--- src/rtl/shift16_pkg.sv ---
package shift16_pkg;

  localparam int LANE_W = 16;
  localparam int AMT_W  = 4;

  typedef enum logic [2:0] {
    OP_SLL  = 3'd0,
    OP_SATL = 3'd1,
    OP_SRL  = 3'd2,
    OP_SRLR = 3'd3,
    OP_SRA  = 3'd4,
    OP_SRAR = 3'd5,
    OP_RSV6 = 3'd6,
    OP_RSV7 = 3'd7
  } shOp_e;

  // Strobes from the control decode to every lane of the datapath.
  typedef struct packed {
    logic             goLeft;
    logic             clampEn;
    logic             goRight;
    logic             fillSign;
    logic             roundEn;
    logic             bypass;
    logic [AMT_W-1:0] amt;
  } shCtrl_t;

endpackage

--- src/rtl/shift16_ctrl.sv ---
module shift16_ctrl
  import shift16_pkg::*;
(
  input  logic [2:0]       opSel,
  input  logic             useImm,
  input  logic [AMT_W-1:0] immAmt,
  input  logic [AMT_W-1:0] regAmt,
  output shCtrl_t          ctl
);

  logic [AMT_W-1:0] amtSel;
  logic             rsvCode;

  assign amtSel = useImm ? immAmt : regAmt;

  always_comb begin
    ctl          = '0;
    ctl.amt      = amtSel;
    rsvCode      = 1'b0;
    case (shOp_e'(opSel))
      OP_SLL:  ctl.goLeft = 1'b1;
      OP_SATL: begin
        ctl.goLeft  = 1'b1;
        ctl.clampEn = 1'b1;
      end
      OP_SRL:  ctl.goRight = 1'b1;
      OP_SRLR: begin
        ctl.goRight = 1'b1;
        ctl.roundEn = 1'b1;
      end
      OP_SRA:  begin
        ctl.goRight  = 1'b1;
        ctl.fillSign = 1'b1;
      end
      OP_SRAR: begin
        ctl.goRight  = 1'b1;
        ctl.fillSign = 1'b1;
        ctl.roundEn  = 1'b1;
      end
      default: rsvCode = 1'b1;
    endcase
    // Zero amount and reserved codes both hand the lane through untouched.
    ctl.bypass = rsvCode | (amtSel == '0);
  end

  // left and right strobes never both active.
  always_comb begin
    a_r3_dir_exclusive: assert ($onehot0({ctl.goLeft, ctl.goRight}));
  end

endmodule

--- src/rtl/shift16_lane.sv ---
module shift16_lane
  import shift16_pkg::*;
(
  input  shCtrl_t           ctl,
  input  logic [LANE_W-1:0] laneIn,
  output logic [LANE_W-1:0] laneOut,
  output logic              laneSat
);

  localparam int WIDE_W = 2 * LANE_W;
  localparam int EXT_W  = LANE_W + 1;

  // Left path: signed, full precision.
  logic signed [WIDE_W-1:0] wideL;
  logic                     satHi;
  logic                     satLo;
  logic [LANE_W-1:0]        leftRes;

  assign wideL = $signed({{LANE_W{laneIn[LANE_W-1]}}, laneIn}) <<< ctl.amt;
  assign satHi = wideL > $signed(WIDE_W'(32767));
  assign satLo = wideL < $signed(-WIDE_W'(32768));

  always_comb begin
    if (!ctl.clampEn)  leftRes = laneIn << ctl.amt;
    else if (satHi)    leftRes = 16'h7FFF;
    else if (satLo)    leftRes = 16'h8000;
    else               leftRes = LANE_W'(wideL);
  end

  // Right path: one 17-bit extension serves logical and arithmetic forms.
  logic signed [EXT_W-1:0] extS;
  logic signed [EXT_W-1:0] plainS;
  logic signed [EXT_W-1:0] preS;
  logic signed [EXT_W-1:0] sumS;
  logic [AMT_W-1:0]        amtM1;
  logic [LANE_W-1:0]       rightRes;

  assign extS   = $signed({ctl.fillSign & laneIn[LANE_W-1], laneIn});
  assign amtM1  = ctl.amt - AMT_W'(1);
  assign plainS = extS >>> ctl.amt;
  assign preS   = extS >>> amtM1;
  assign sumS   = preS + EXT_W'(1);

  always_comb begin
    if (ctl.roundEn) rightRes = LANE_W'(sumS >>> 1);
    else             rightRes = LANE_W'(plainS);
  end

  always_comb begin
    if (ctl.bypass)       laneOut = laneIn;
    else if (ctl.goLeft)  laneOut = leftRes;
    else if (ctl.goRight) laneOut = rightRes;
    else                  laneOut = laneIn;
  end

  assign laneSat = !ctl.bypass && ctl.goLeft && ctl.clampEn && (satHi || satLo);

  // a clamped lane carries one of the two limit codes.
  always_comb begin
    if (laneSat) begin
      a_r4_clamp_code: assert (laneOut == 16'h7FFF || laneOut == 16'h8000);
    end
  end

endmodule

--- src/rtl/shift16_dp.sv ---
module shift16_dp
  import shift16_pkg::*;
#(
  parameter int XLEN = 64
) (
  input  shCtrl_t         ctl,
  input  logic [XLEN-1:0] srcA,
  output logic [XLEN-1:0] dpOut,
  output logic            ovAny
);

  localparam int LANES = XLEN / LANE_W;

  logic [LANES-1:0] satVec;

  for (genvar k = 0; k < LANES; k++) begin : g_lane
    shift16_lane u_lane (
      .ctl     (ctl),
      .laneIn  (srcA[k*LANE_W +: LANE_W]),
      .laneOut (dpOut[k*LANE_W +: LANE_W]),
      .laneSat (satVec[k])
    );
  end

  assign ovAny = |satVec;

endmodule

--- src/rtl/shift16_unit.sv ---
module shift16_unit
  import shift16_pkg::*;
#(
  parameter int XLEN = 64
) (
  input  logic            clk,
  input  logic            rst_n,
  input  logic            inValid,
  input  logic [2:0]      opSel,
  input  logic            useImm,
  input  logic [3:0]      immAmt,
  input  logic [XLEN-1:0] srcA,
  input  logic [XLEN-1:0] srcB,
  output logic            outValid,
  output logic [XLEN-1:0] result,
  output logic            ovSet
);

  initial begin
    a_r1_xlen_legal: assert (XLEN == 32 || XLEN == 64);
  end

  shCtrl_t         ctl;
  logic [XLEN-1:0] dpOut;
  logic            ovAny;
  logic            unusedHiB;

  assign unusedHiB = ^srcB[XLEN-1:AMT_W];

  shift16_ctrl u_ctrl (
    .opSel  (opSel),
    .useImm (useImm),
    .immAmt (immAmt),
    .regAmt (srcB[AMT_W-1:0]),
    .ctl    (ctl)
  );

  shift16_dp #(.XLEN(XLEN)) u_dp (
    .ctl   (ctl),
    .srcA  (srcA),
    .dpOut (dpOut),
    .ovAny (ovAny)
  );

  always_ff @(posedge clk) begin
    if (!rst_n) begin
      outValid <= 1'b0;
      result   <= '0;
      ovSet    <= 1'b0;
    end else begin
      outValid <= inValid;
      ovSet    <= inValid & ovAny;
      if (inValid) result <= dpOut;
    end
  end

  a_r1_valid_drop: assert property (@(posedge clk) disable iff (!rst_n)
    !inValid |=> !outValid);

  a_r5_ov_with_valid: assert property (@(posedge clk) disable iff (!rst_n)
    ovSet |-> outValid);

  a_r5_ov_only_clamp: assert property (@(posedge clk) disable iff (!rst_n)
    (inValid && !(ctl.goLeft && ctl.clampEn)) |=> !ovSet);

  a_r9_zero_passthru: assert property (@(posedge clk) disable iff (!rst_n)
    (inValid && ctl.amt == '0) |=> (result == $past(srcA) && !ovSet));

  a_r10_reserved_passthru: assert property (@(posedge clk) disable iff (!rst_n)
    (inValid && opSel[2:1] == 2'b11) |=> (result == $past(srcA) && !ovSet));

endmodule

--- config.mk ---
export PLATFORM = sky130hd
export DESIGN_NAME = shift16_unit
export DESIGN_NICKNAME = d
export VERILOG_FILES = /design/src/rtl/shift16_pkg.sv /design/src/rtl/shift16_ctrl.sv /design/src/rtl/shift16_lane.sv /design/src/rtl/shift16_dp.sv /design/src/rtl/shift16_unit.sv
export SDC_FILE = /design/constraint.sdc
export NUM_CORES = 1
export LEC_CHECK = 0
export BUFFER_PORTS_ARGS = -buffer_cell sky130_fd_sc_hd__buf_2
export CAP_MARGIN = 20
export CORE_MARGIN = 1.5
export CORE_UTILIZATION = 40
export CTS_BUF_LIST = sky130_fd_sc_hd__clkbuf_2 sky130_fd_sc_hd__clkbuf_4 sky130_fd_sc_hd__clkbuf_8
export DETAILED_ROUTE_END_ITERATION = 16
export HOLD_SLACK_MARGIN = 0.02
export PLACE_DENSITY_LB_ADDON = 0.05
export REMOVE_ABC_BUFFERS = 1
export SYNTH_ARGS = -nofsm -noshare
export SYNTH_HDL_FRONTEND = slang
export SYNTH_HIERARCHICAL = 1
export SYNTH_SLANG_ARGS = --single-unit
--- constraint.sdc ---
create_clock -name clk -period 6.7 [get_ports clk]
set_clock_uncertainty 0.05 [all_clocks]
set_input_delay 1.005 -clock clk [delete_from_list [all_inputs] [get_ports clk]]
set_output_delay 1.005 -clock clk [all_outputs]
set_load 0.05 [all_outputs]
After elaboration in Yosys (flattened, before gate mapping)

Index checks and enable logic that the tools add are counted.

Bits of input ports: 139
Register bits after elaboration: 66
Word-level logic and storage cells: 97
Output and inout port bits: 66

Equality and inequality tests: 5
Bitwise gates (word level): 6
Reductions and logical operators: 19
Muxes and demuxes: 35
Shifts and indexed selects: 16
Add/subtract/negate cells: 5
Order comparisons: 8

Operators by type and width:

| kind                  | number |
|---|---|
| $mux 16               | 28 |
| $gt 32x16->1 const B  | 4 |
| $lt 32x16->1 const B  | 4 |
| $sshl 16x4->32        | 4 |
| $add 17x2->17 const B | 4 |
| $sshr 17x4->16        | 4 |
| $sshr 17x4->17        | 4 |
| $shl 16x4->16         | 4 |
| $reduce_or 4->1       | 2 |
| $eq 3x2->1 const B    | 2 |
| $eq 3x3->1 const B    | 2 |
| $logic_and 1x1->1     | 6 |
| $mux 1                | 6 |
| $reduce_or 2->1       | 3 |
| $reduce_or 6->1       | 1 |
| $and 1x1->1           | 5 |
| $logic_not 4->1       | 1 |
| $logic_or 1x1->1      | 4 |
| $mux 4                | 1 |
| $sub 4x1->4 const B   | 1 |
| $eq 3x1->1 const B    | 1 |
| $logic_not 3->1       | 1 |
| $logic_not 1->1       | 1 |
| $or 1x1->1            | 1 |

Depth between registers and ports, before layout

Depth after elaboration: 10
Mapped depth: 24
Depth with buffers taken out: 17

Cells and area by module

The synthesis kept the hierarchy.

Modules (own cells, without submodules):

| module                                    | area an instance (µm²) | seq. area each (µm²) | cells an instance | times used |
|---|---|---|---|---|
| shift16_lane at u_dp.g_lane[0].u_lane ... | 3848.7                 | 0.0                  | 529               | 3 |
| shift16_lane at u_dp.g_lane[1].u_lane     | 3849.9                 | 0.0                  | 534               | 1 |
| shift16_unit                              | 2524.9                 | 1321.3               | 211               | 1 |
| shift16_ctrl                              | 103.8                  | 0.0                  | 11                | 1 |
| shift16_dp                                | 7.5                    | 0.0                  | 1                 | 1 |

Worst setup path after synthesis

OpenSTA, ideal clock, no wires.

Path type: input port to flip-flop
Start point: input port useImm
End point: register result[15]
Arrival time: 5904 ps
Stages: 23
Buffers on the path: 7
Required time: 6584 ps
Slack: 681 ps
Setup time: 66 ps
Cell sequence: mux2_2 buf_6 buf_2 clkbuf_1 clkbuf_1 inv_1 ha_1 buf_2 buf_2 buf_2 mux2_2 nor2_1 o311ai_0 o31a_1 ha_1 nand2_1 o22a_1 or3_1 or4_1 xnor2_1 o211ai_1 mux2i_1 nor2b_1

Cells in the longest elaborated chain, start to end: 8
Elaborated cells between the ends (all ways): 18
Classes of those cells: add/sub: 2; order compare: 2; shift: 4; mux: 8; bitwise: 1; reduce/logical: 1

Ends and longest elaborated chain:

| what                                           | line                                   | text |
|---|---|---|
| from (decl)                                    | shift16_unit.sv:10                     | `input logic useImm,` |
| $mux 4 (*)                                     | shift16_ctrl.sv:14                     | `assign amtSel = useImm ? immAmt : regAmt;` |
| $sub 4x1->4 or $sshl 16x4->32 (tied branches)  | shift16_lane.sv:39, shift16_lane.sv:19 |  |
| $sshr 17x4->17 or $lt 32x16->1 (tied branches) | shift16_lane.sv:41, shift16_lane.sv:21 |  |
| $add 17x2->17 or $mux 16 (tied branches)       | shift16_lane.sv:42, shift16_lane.sv:26 |  |
| $mux 16, on equally long branches              | shift16_lane.sv:45, shift16_lane.sv:25 |  |
| $mux 16, on equally long branches              | shift16_lane.sv:52, shift16_lane.sv:24 |  |
| $mux 16                                        | shift16_lane.sv:51                     | `else if (ctl.goLeft) laneOut = leftRes;` |
| $mux 16 (*)                                    | shift16_lane.sv:50                     | `if (ctl.bypass) laneOut = laneIn;` |
| via dpOut[15]                                  | shift16_unit.sv:24                     | `logic [XLEN-1:0] dpOut;` |
| to (signal assigned)                           | shift16_unit.sv:53                     | `if (inValid) result <= dpOut;` |
| to (decl)                                      | shift16_unit.sv:15                     | `output logic [XLEN-1:0] result,` |

The timed path passes the listed nets; every way through them passes the cells marked *.
A chain may end at the register's enable or synchronous reset.

==> run_results.csv <==
group,metric,value,unit
status,status,"finished clean",
drt,via_per_inst,6.827,
logic_synthesis,syn_inst,2344,
setup_path,worst-path-stages,15,
drt,drt_wl_total,74.63,mm
logic_synthesis,syn_area_per_cell,7.693,um^2
logic_synthesis,synth.most_common_cell,"nor2_1",
die,die_x,215.3,um
drt,drt_first_pass_iters,7,
logic_synthesis,synthFlopType,"dfxtp_1",
drt,routed-via-count,19760,
timing,final-setup-viol-count,0,
clock_tree,insertion_delay,0.41,ns
setup_path,cp_slowest_cell,"mux2_8",
clock_tree,hold_buffers,0,
die,fp-row-count,77,
die,core,44320,um^2
power_and_ir_drop,total_power,3096,uW
cells_and_area,insertedDiodeCount,0,
cells_and_area,fillCellCount,4570,
timing,hold_viol,0,
setup_path,startpoint_type,"input pin",
setup_path,cpLargestDelayFamily,"multiplexers",
setup_path,end_kind,"flip-flop",
timing,finalWorstSetupSlack,1.094,ns
timing,maxSlewViolCount,0,
die,fp.dieH,215.3,um
clock_tree,cts_tree,"yes",
logic_synthesis,netlist_area,18030,um^2
timing,min_period_over_period,83.67,%
setup_path,critical_path_required,7.00,ns
die,initial_core_util,40.69,%
setup_path,cp_common_cell,"o211ai_1",
setup_path,critPathArrivalTime,5.91,ns
logic_synthesis,ys_seq_area_share,7.327,%
setup_path,worstPathCellList,"buf_2 -> mux2_8 -> clkinv_1 -> ha_1 -> buf_4 -> mux2_2 -> o211ai_1 -> mux4_2 -> a211o_1 -> or3_1 -> or4_1 -> xnor2_1 -> o211ai_1 -> mux2i_1 -> nor2b_1",
logic_synthesis,synthTopCellsByArea,"mux4_2 (15%), mux2i_1 (11%), dfxtp_1 (7.3%), nor2_1 (5.1%), mux2_2 (4.6%)",
cells_and_area,register_area,1321,um^2
logic_synthesis,yosysTopAreaCellShare,14.74,%
timing,tns,0,ns
drt,ant_nets,0,
logic_synthesis,async_reset_ff_share,0,%
power_and_ir_drop,power-per-cell-area,162.8,nW/um^2
cells_and_area,drive_gt1_share,21.10,%
cells_and_area,multi_input_area,15400,um^2
power_and_ir_drop,power.leakage,0.007295,uW
placement,gp_congestion,0.9447,
global_route,grt_use_total,31.36,%
die,die_area,46360,um^2
clock_tree,ctsHtreeMaxLevel,3,
global_route,antenna_found_initial,1,
global_route,gr-total-overflow,0,
die,io_pins,205,
clock_tree,cts_sinks,66,
setup_path,crit_buf_inv,3,
drt,detail_route.wl_per_cell,25.78,um
clock_tree,post_cts_resized,0,
timing,worstMarginPinSlew,0.9521,ns
setup_path,path_class,"input pin to flip-flop",
timing,rsz0062_at_grt,"no",
cells_and_area,instances_no_fill,2895,
global_route,grt_max_degree,83,
power_and_ir_drop,peakVddDrop,124.0,uV
placement,pre_cts_slack,0.7629,ns
timing,relSlewSlack,36.53,%
setup_path,crit_path_max_fanout,53,
drt,drtIter0Drc,2410,
clock_tree,cts-root-buf,"clkbuf_8",
run,cap_violations,0,
global_route,grt_pass1_vias,18580,
clock_tree,numCtsBuffers,9,
clock_tree,post_cts_buffers,0,
cells_and_area,nets,2445,
logic_synthesis,yosysTopAreaCell,"mux4_2",
hold_path,hold_depth,2,
logic_synthesis,ys_seq_elements,66,
logic_synthesis,synth_edf_count,0,
placement,port_buffers,144,
clock_tree,clk_pin_slew,0.07,ns
clock_tree,clockBufferDepth,2,
logic_synthesis,yosys-top-cells-count,"nor2_1 (246), mux2i_1 (207), nand2_1 (199)",
logic_synthesis,yosysUniqueCellTypes,90,
logic_synthesis,yosys_warnings,6,
timing,fmax,0.1784,GHz
timing,worst_hold_slack,0.4652,ns
placement,dp_hpwl,51.90,mm
hold_path,hp-class,"flip-flop to flip-flop",
setup_path,reg2reg_depth,2,
global_route,grt_pass1_wl,114.5,mm
cells_and_area,area_delta_synth_final,5.447,%
timing,layout_min_cycle_time,5.606,ns
drt,drc,0,
placement,placed_cells,2879,
setup_path,cp_slowest_stage_delay,0.60,ns
## stage by stage
step,util (%),area (um^2)
floorplan,-,16780
global placement,42.44,18810
detailed placement,42.46,18820
CTS,42.91,19010
global route,42.91,19010
finish,42.91,19010
## cell usage in the layout (no fill, tap or decap), types with 51 or more instances in the layout
| cell | Yosys | final |
|---|---|---|
| dfxtp_1 | 66 | 66 |
| a21oi_1 | 109 | 109 |
| o21ai_0 | 128 | 128 |
| nor2_1 | 246 | 245 |
| buf_4 | 11 | 58 |
| mux4_2 | 118 | 118 |
| mux2_2 | 74 | 72 |
| nand2_1 | 199 | 199 |
| mux2i_1 | 207 | 207 |
| nor2b_1 | 73 | 72 |
| buf_2 | 53 | 143 |
| o211ai_1 | 52 | 52 |
| nor3_1 | 51 | 51 |
## cell families after synthesis
family | after synthesis | share of synthesized area [%]
AND/OR/NAND/NOR | 825 | 22.87
AO/OA/AOI/OAI | 657 | 25.63
multiplexers | 429 | 33.04
buffers and inverters | 303 | 7.820
XOR/XNOR | 56 | 2.762
adder cells (fa/ha/maj) | 8 | 0.5551
flip-flops | 66 | 7.327
## flip-flops by register name, summed over array words and instances (netlist names)
| signal | cells |
|---|---|
| ovSet | 1 |
| result | 64 |
| outValid | 1 |
## worst paths after layout
check | start | end | slack [ns]
min reg2reg | result[54] | result[54] | 0.47
max reg2reg | result[10] | result[10] | 6.01
min | result[54] | result[54] | 0.47
max | useImm | result[63] | 1.09
## per-layer routing
layer	track usage [%]	wire, um	vias to the layer above
met3	5.209	5769	160
met1	44.20	32880	9755
met4	12.38	2569	2
met5	0	8	-
li1	-	-	8861
met2	47.44	33400	986
## report_power, final
group,switching (uW),internal (uW)
clock,205,176
sequential,19.6,430
combinational,1430,838
## area by class of cell
class	instances	share of cell area, %
inverters	43	0.8489
repair buffers	203	6.264
clock buffers	10	0.6909
well taps	592	3.896
multi-input cells	1975	81.00
clock inverters	6	0.3553
flip-flops and latches	66	6.949
## worst min-delay path, delay by kind of cell, from the launching register on
kind	cells	cell delay, ns
flops	1	0.33
mux	1	0.06
simple gates	1	0.09
No activity file was read; power rests on OpenSTA's default activity.
